$ cat src/rtl/dma_bus_arbiter.sv
module dma_bus_arbiter #(
  parameter int NCH = 8,
  parameter int SZW = 4
) (
  input  logic                 clk,
  input  logic                 rst_n,
  input  logic                 arb_en,
  input  logic                 rr_mode,
  input  logic [NCH-1:0]       req,
  input  logic [NCH*SZW-1:0]   blk_log2,
  input  logic                 beat,
  output logic [NCH-1:0]       gnt,
  output logic                 busy
);
  localparam int IW = $clog2(NCH);
  localparam int CW = 2**SZW;

  logic [IW-1:0]  last, pick;
  logic           found;
  logic [SZW-1:0] sz;
  logic [CW-1:0]  cnt, limit;

  assign busy  = |gnt;
  assign limit = (CW'(1) << sz) - CW'(1);

  always_comb begin
    int j;
    found = 1'b0;
    pick  = '0;
    for (int k = 0; k < NCH; k++) begin
      j = rr_mode ? (int'(last) + 1 + k) % NCH : k;
      if (!found && req[j]) begin
        found = 1'b1;
        pick  = IW'(j);
      end
    end
  end

  always_ff @(posedge clk) begin
    if (!rst_n) begin
      gnt  <= '0;
      last <= IW'(NCH - 1);
      sz   <= '0;
      cnt  <= '0;
    end else if (busy) begin
      if (beat) begin
        if (cnt == limit) gnt <= '0;
        else              cnt <= cnt + CW'(1);
      end
    end else if (arb_en && found) begin
      gnt  <= NCH'(1) << pick;
      last <= pick;
      sz   <= blk_log2[pick*SZW +: SZW];
      cnt  <= '0;
    end
  end
endmodule

$ cat config.mk
export PLATFORM = sky130hd
export DESIGN_NAME = dma_bus_arbiter
export DESIGN_NICKNAME = d
export VERILOG_FILES = /design/src/rtl/dma_bus_arbiter.sv
export SDC_FILE = /design/constraint.sdc
export NUM_CORES = 1
export LEC_CHECK = 0
export ABC_AREA = 1
export BUFFER_PORTS_ARGS = -buffer_cell sky130_fd_sc_hd__buf_4
export CORE_UTILIZATION = 40
export DETAILED_ROUTE_END_ITERATION = 16
export GPL_TIMING_DRIVEN = 0
export PLACE_DENSITY = 0.67
export SYNTH_ARGS = -nofsm -noshare
export SYNTH_HDL_FRONTEND = slang
export SYNTH_SLANG_ARGS = --single-unit
export TNS_END_PERCENT = 20
$ cat constraint.sdc
create_clock -name clk -period 3.4 [get_ports clk]
set_input_delay 0.68 -clock clk [delete_from_list [all_inputs] [get_ports clk]]
set_output_delay 0.68 -clock clk [all_outputs]
set_load 0.01 [all_outputs]
* Yosys cells after proc, flatten, opt, wreduce, memory -nomap -nowiden
Index checks and enable logic that the tools add are counted.
** Word-level totals
- Flip-flop bits (word level) :: 31
- Input bits :: 45
- Output and inout port bits :: 9
** Operators by class
- Add/subtract/negate cells :: 10
- $lt $le $gt $ge :: 8
- Equal/unequal tests :: 4
- Shift operators :: 3
- Muxes and demuxes :: 56
- Bitwise operators :: 9
- Reduce and logical (&&, ||, !) cells :: 28
** Operator list (count)
- $lt 32x5->1 const B :: 8
- $mux 32 :: 8
- $mux 16 :: 4
- $mux 8 :: 4
- $shiftx 32x6->4 :: 1
- $bmux 1 s3 :: 8
- $mux 1 :: 24
- $mux 3 :: 8
- $reduce_or 3->1 :: 8
- $add 16x1->16 const B :: 1
- $eq 16x16->1 :: 1
- $shl 1x4->16 const A :: 1
- $sub 16x2->16 const B :: 1
- $add 3x3->3 const B :: 4
- $and 1x1->1 const A :: 8
- $logic_and 1x1->1 :: 8
- $reduce_or 8->1 :: 1
- $shl 1x3->8 const A :: 1
- $logic_not 1->1 :: 7
- $add 3x1->3 const B :: 2
- $add 3x2->3 const B :: 2
- $reduce_and 3->1 :: 2
- $ne 2x2->1 const B :: 2
- $ne 2x1->1 const B :: 1
- other kinds (3) :: 3

* Longest topological paths before layout
- Depth in word-level cells :: 32
- Gate-level depth with buffers :: 28
- Mapped depth without buffers :: 27

* Least setup slack after synthesis
Ideal clock, no wire load.
- Path type :: reg-to-reg
- Start point :: reg last[0]
- End point :: reg sz[0]
- Setup time :: 0.109 ns
- Arrival :: 2.694 ns
- Required time :: 3.291 ns
- Slack :: 0.597 ns
- Cell stages (with the launch flop) :: 27
- Buffers on the path :: 2
- Period minus slack after synthesis :: 2.803 ns
- Cells stage by stage :: dfxtp_1 > inv_2 > buf_6 > ha_1 > nand2_1 > nand2_2 > nor2_8 > nand2_2 > nand2_2 > nand2_2 > nand2_2 > nand3_1 > nor2_1 > nand3_1 > nand2_1 > clkinv_1 > nand3_2 > nand2_2 > buf_4 > nand2_1 > nand2_1 > nand2_1 > nand2_1 > nand2_1 > nand3_1 > nand2_1 > inv_1
** Between the ends
- Cells in the longest elaborated chain, start to end :: 29
** Ends and longest elaborated chain
- from (decl) :: RTL line 18 : logic [IW-1:0] last, pick;
- from (signal assigned) :: RTL line 42 : last <= IW'(NCH - 1);
- from (signal assigned) :: RTL line 52 : last <= pick;
- $add 3x1->3 (*) :: RTL line 31 : j = rr_mode ? (int'(last) + 1 + k) % NCH : k;
- parallel branches: the longest is 28 deep, another holds $add 3x1->3
- to (signal assigned) :: RTL line 53 : sz <= blk_log2[pick*SZW +: SZW];
- to (decl) :: RTL line 20 : logic [SZW-1:0] sz;
Mark *: on every way between the ends. The select of a mux whose other input is x is not followed.
A chain may end at the register's enable or synchronous reset.

* Worst setup path in the final report
- Start point :: reg last[0]
- End point :: reg sz[3]
The elaborated chain is that of the path after synthesis.

==> results.py <==
metrics = {
    "sta": {
        "tns_ns": 0,
        "finalSetupViolations": 0,
        "fin_skew_ns": 0.009993,
        "worstMarginPinSlew_ns": 0.5168,
        "drv_slew": 0,
        "fin_crit_ns": 3.141,
        "rsz0062_at_grt": "yes",
        "final_hold_viol_count": 0,
        "finalHoldWorstSlack_ns": 0.4944,
        "post-route-period-util": 0.9237,
        "max-slew-margin-rel": 0.6555,
        "max_freq_ghz": 0.3184,
    },
    "die": {
        "dieArea_um2": 8360,
        "rows": 32,
        "die_h_um": 91.44,
        "die_w_um": 91.44,
        "pin_count": 54,
        "start_util": 0.4140,
        "core_area_um2": 7727,
    },
    "logic_synthesis": {
        "ys_ff_latch": 31,
        "ys.flop_type": "dfxtp_1",
        "synth_top_area_cell": "nand2_1",
        "syn_avg_cell_area_um2": 5.633,
        "syn_nets": 617,
        "yosysUniqueCellTypes": 40,
        "syn_inst": 568,
        "synth-edff-count": 0,
        "synth_top_area_share": 0.2346,
        "netlist_area_um2": 3199,
        "yosysSeqAreaShare": 0.1940,
        "ys_async_sr_fraction": 0,
        "ys_top_cells_by_count": "200 x nand2_1, 84 x nand3_1, 52 x nor2_1",
        "synth_area_leaders": "nand2_1 23%, dfxtp_1 19%, nand3_1 13%",
        "synth_most_common_cell": "nand2_1",
        "yosys_warnings": 0,
    },
    "layout": {
        "fill_cells": 841,
        "final_cells": 730,
        "register_area_um2": 621.8,
        "utilization": 0.5008,
        "drive_gt1_frac": 0.1736,
        "layout.nets": 676,
        "antenna_cells": 0,
        "syn_to_final_growth_pct": 20.96,
        "multiInputGateArea_um2": 2310,
    },
    "hold_path": {
        "hold_path_class": "flop to flop",
    },
    "clock_network": {
        "cts_setup_buffers": 0,
        "cts_tree": "yes",
        "cts_max_level": 2,
        "cts.path.max_buffers": 2,
        "cts-root-buf": "clkbuf_8",
        "cts.clk_slew.worst_paths_ns": 0.07,
        "cts.sinks": 31,
        "cts_buffers": 5,
        "clk_latency_ns": 0.28,
    },
    "routing": {
        "dr.first_iter.drc_count": 195,
        "drc": 0,
        "drt_wl_total_mm": 9.322,
        "vias_per_cell": 5.223,
        "ant_nets": 0,
        "drt_first_pass_iters": 5,
        "num_vias": 3813,
        "post_drt_wl_per_cell_um": 12.77,
    },
    "outcome": {
        "status": "completed",
    },
    "power": {
        "powerDensity_nw_per_um2": 949.4,
        "leakage_nw": 1.878,
        "ir_drop_mv": 0.8564,
    },
    "job": {
        "maxCapViolations": 0,
    },
    "critical_path": {
        "crit_required_ns": 3.58,
        "criticalPathCategory": "flop to flop",
        "worstSetupStartpointType": "flop",
        "cp_slowest_cell": "ha_2",
        "cp_data_arrival_time_ns": 3.32,
        "path_max_fanout": 10,
        "crit_path_end_kind": "flop",
        "max_stage_delay_ns": 0.38,
    },
    "grt": {
        "grt_pass1_vias": 3457,
        "grt_antenna_before_repair": 0,
        "grt_util_all_layers": 0.2228,
        "grt-ovfl-total": 0,
        "grt_max_degree": 11,
        "grt_pass1_wl_mm": 15.44,
    },
    "place": {
        "numPlacedInstances": 722,
        "post-dp-hpwl_mm": 7.282,
        "place_congestion": 0.9069,
        "port_buffers": 52,
    },
}
through the flow:
step	cell area, µm²	worst slack [ns]	power (mW)
floorplan	3199	0.5968	2.574
global placement	3717	0.2079	3.201
detailed placement	3717	0.1274	3.236
CTS	3835	0.1045	3.626
global route	3870	-0.02188	4.056
finish	3870	0.2594	3.674
state kept, by name, summed over array words and instances (netlist names):
| name | cells |
|---|---|
| sz | 4 |
| gnt | 8 |
| last | 3 |
| cnt | 16 |
layout make-up:
cell class              count  share of cell area
multi-input cells         467              0.5968
flip-flops and latches     31              0.1607
repair buffers             52              0.1009
inverters                  51             0.04947
well taps                 102             0.03298
plain buffers              19             0.02877
clock buffers               6             0.02134
clock inverters             2            0.009053
cells in the final DEF, fill, tap and decap left out, types with 10 or more instances in the layout:
cell	count
a21oi_1	26
buf_4	57
dfxtp_1	30
inv_1	42
nand2_1	199
nand3_1	84
nand4_1	10
nor2_1	48
nor3_1	14
o21ai_0	13
xor2_1	14
power breakdown:
group | total, mW | internal [mW] | switching, mW | leakage [nW]
Clock | 0.375 | 0.237 | 0.138 | 0.0612
Sequential | 0.486 | 0.428 | 0.0581 | 0.251
Combinational | 2.81 | 0.942 | 1.87 | 1.57
kinds of logic after synthesis:
logic type | after synthesis | synth area share
buffers and inverters | 70 | 0.09465
adders and majority gates | 4 | 0.01564
AOI/OAI and AO/OA | 56 | 0.09855
and+or+nand+nor | 385 | 0.5370
DFF | 31 | 0.1940
xor gates and xnor gates | 22 | 0.06023
layer usage:
metal / up-vias / GRT usage / share of wire
li1: 1961 / - / -
met1: 1747 / 0.2965 / 0.48
met2: 95 / 0.3722 / 0.47
met3: 10 / 0.03099 / 0.043
met4: 0 / 0.06349 / 0.012
met5: - / 0 / 0
worst paths after layout:
kind	startpoint	endpoint	slack [ns]	cells past startpoint
worst max-delay path	last[0]	sz[3]	0.26	25
worst min-delay path	gnt[4]	gnt[4]	0.49	2
worst max register to register	last[0]	sz[3]	0.26	25
worst min register to register	gnt[4]	gnt[4]	0.49	2
worst max-delay path, delay by kind of cell (launching register included):
kind	cells	cell delay, ns
DFF	1	0.37
and+or+nand+nor	19	1.83
buffers and inverters	5	0.47
adders and majority gates	1	0.38
what timing repair did:
item                                    in CTS  in global routing
hold buffers                                 0                  0
endpoints found under the setup margin       0                 24
gates resized for setup                      0                 10
No activity file was read; power rests on OpenSTA's default activity.
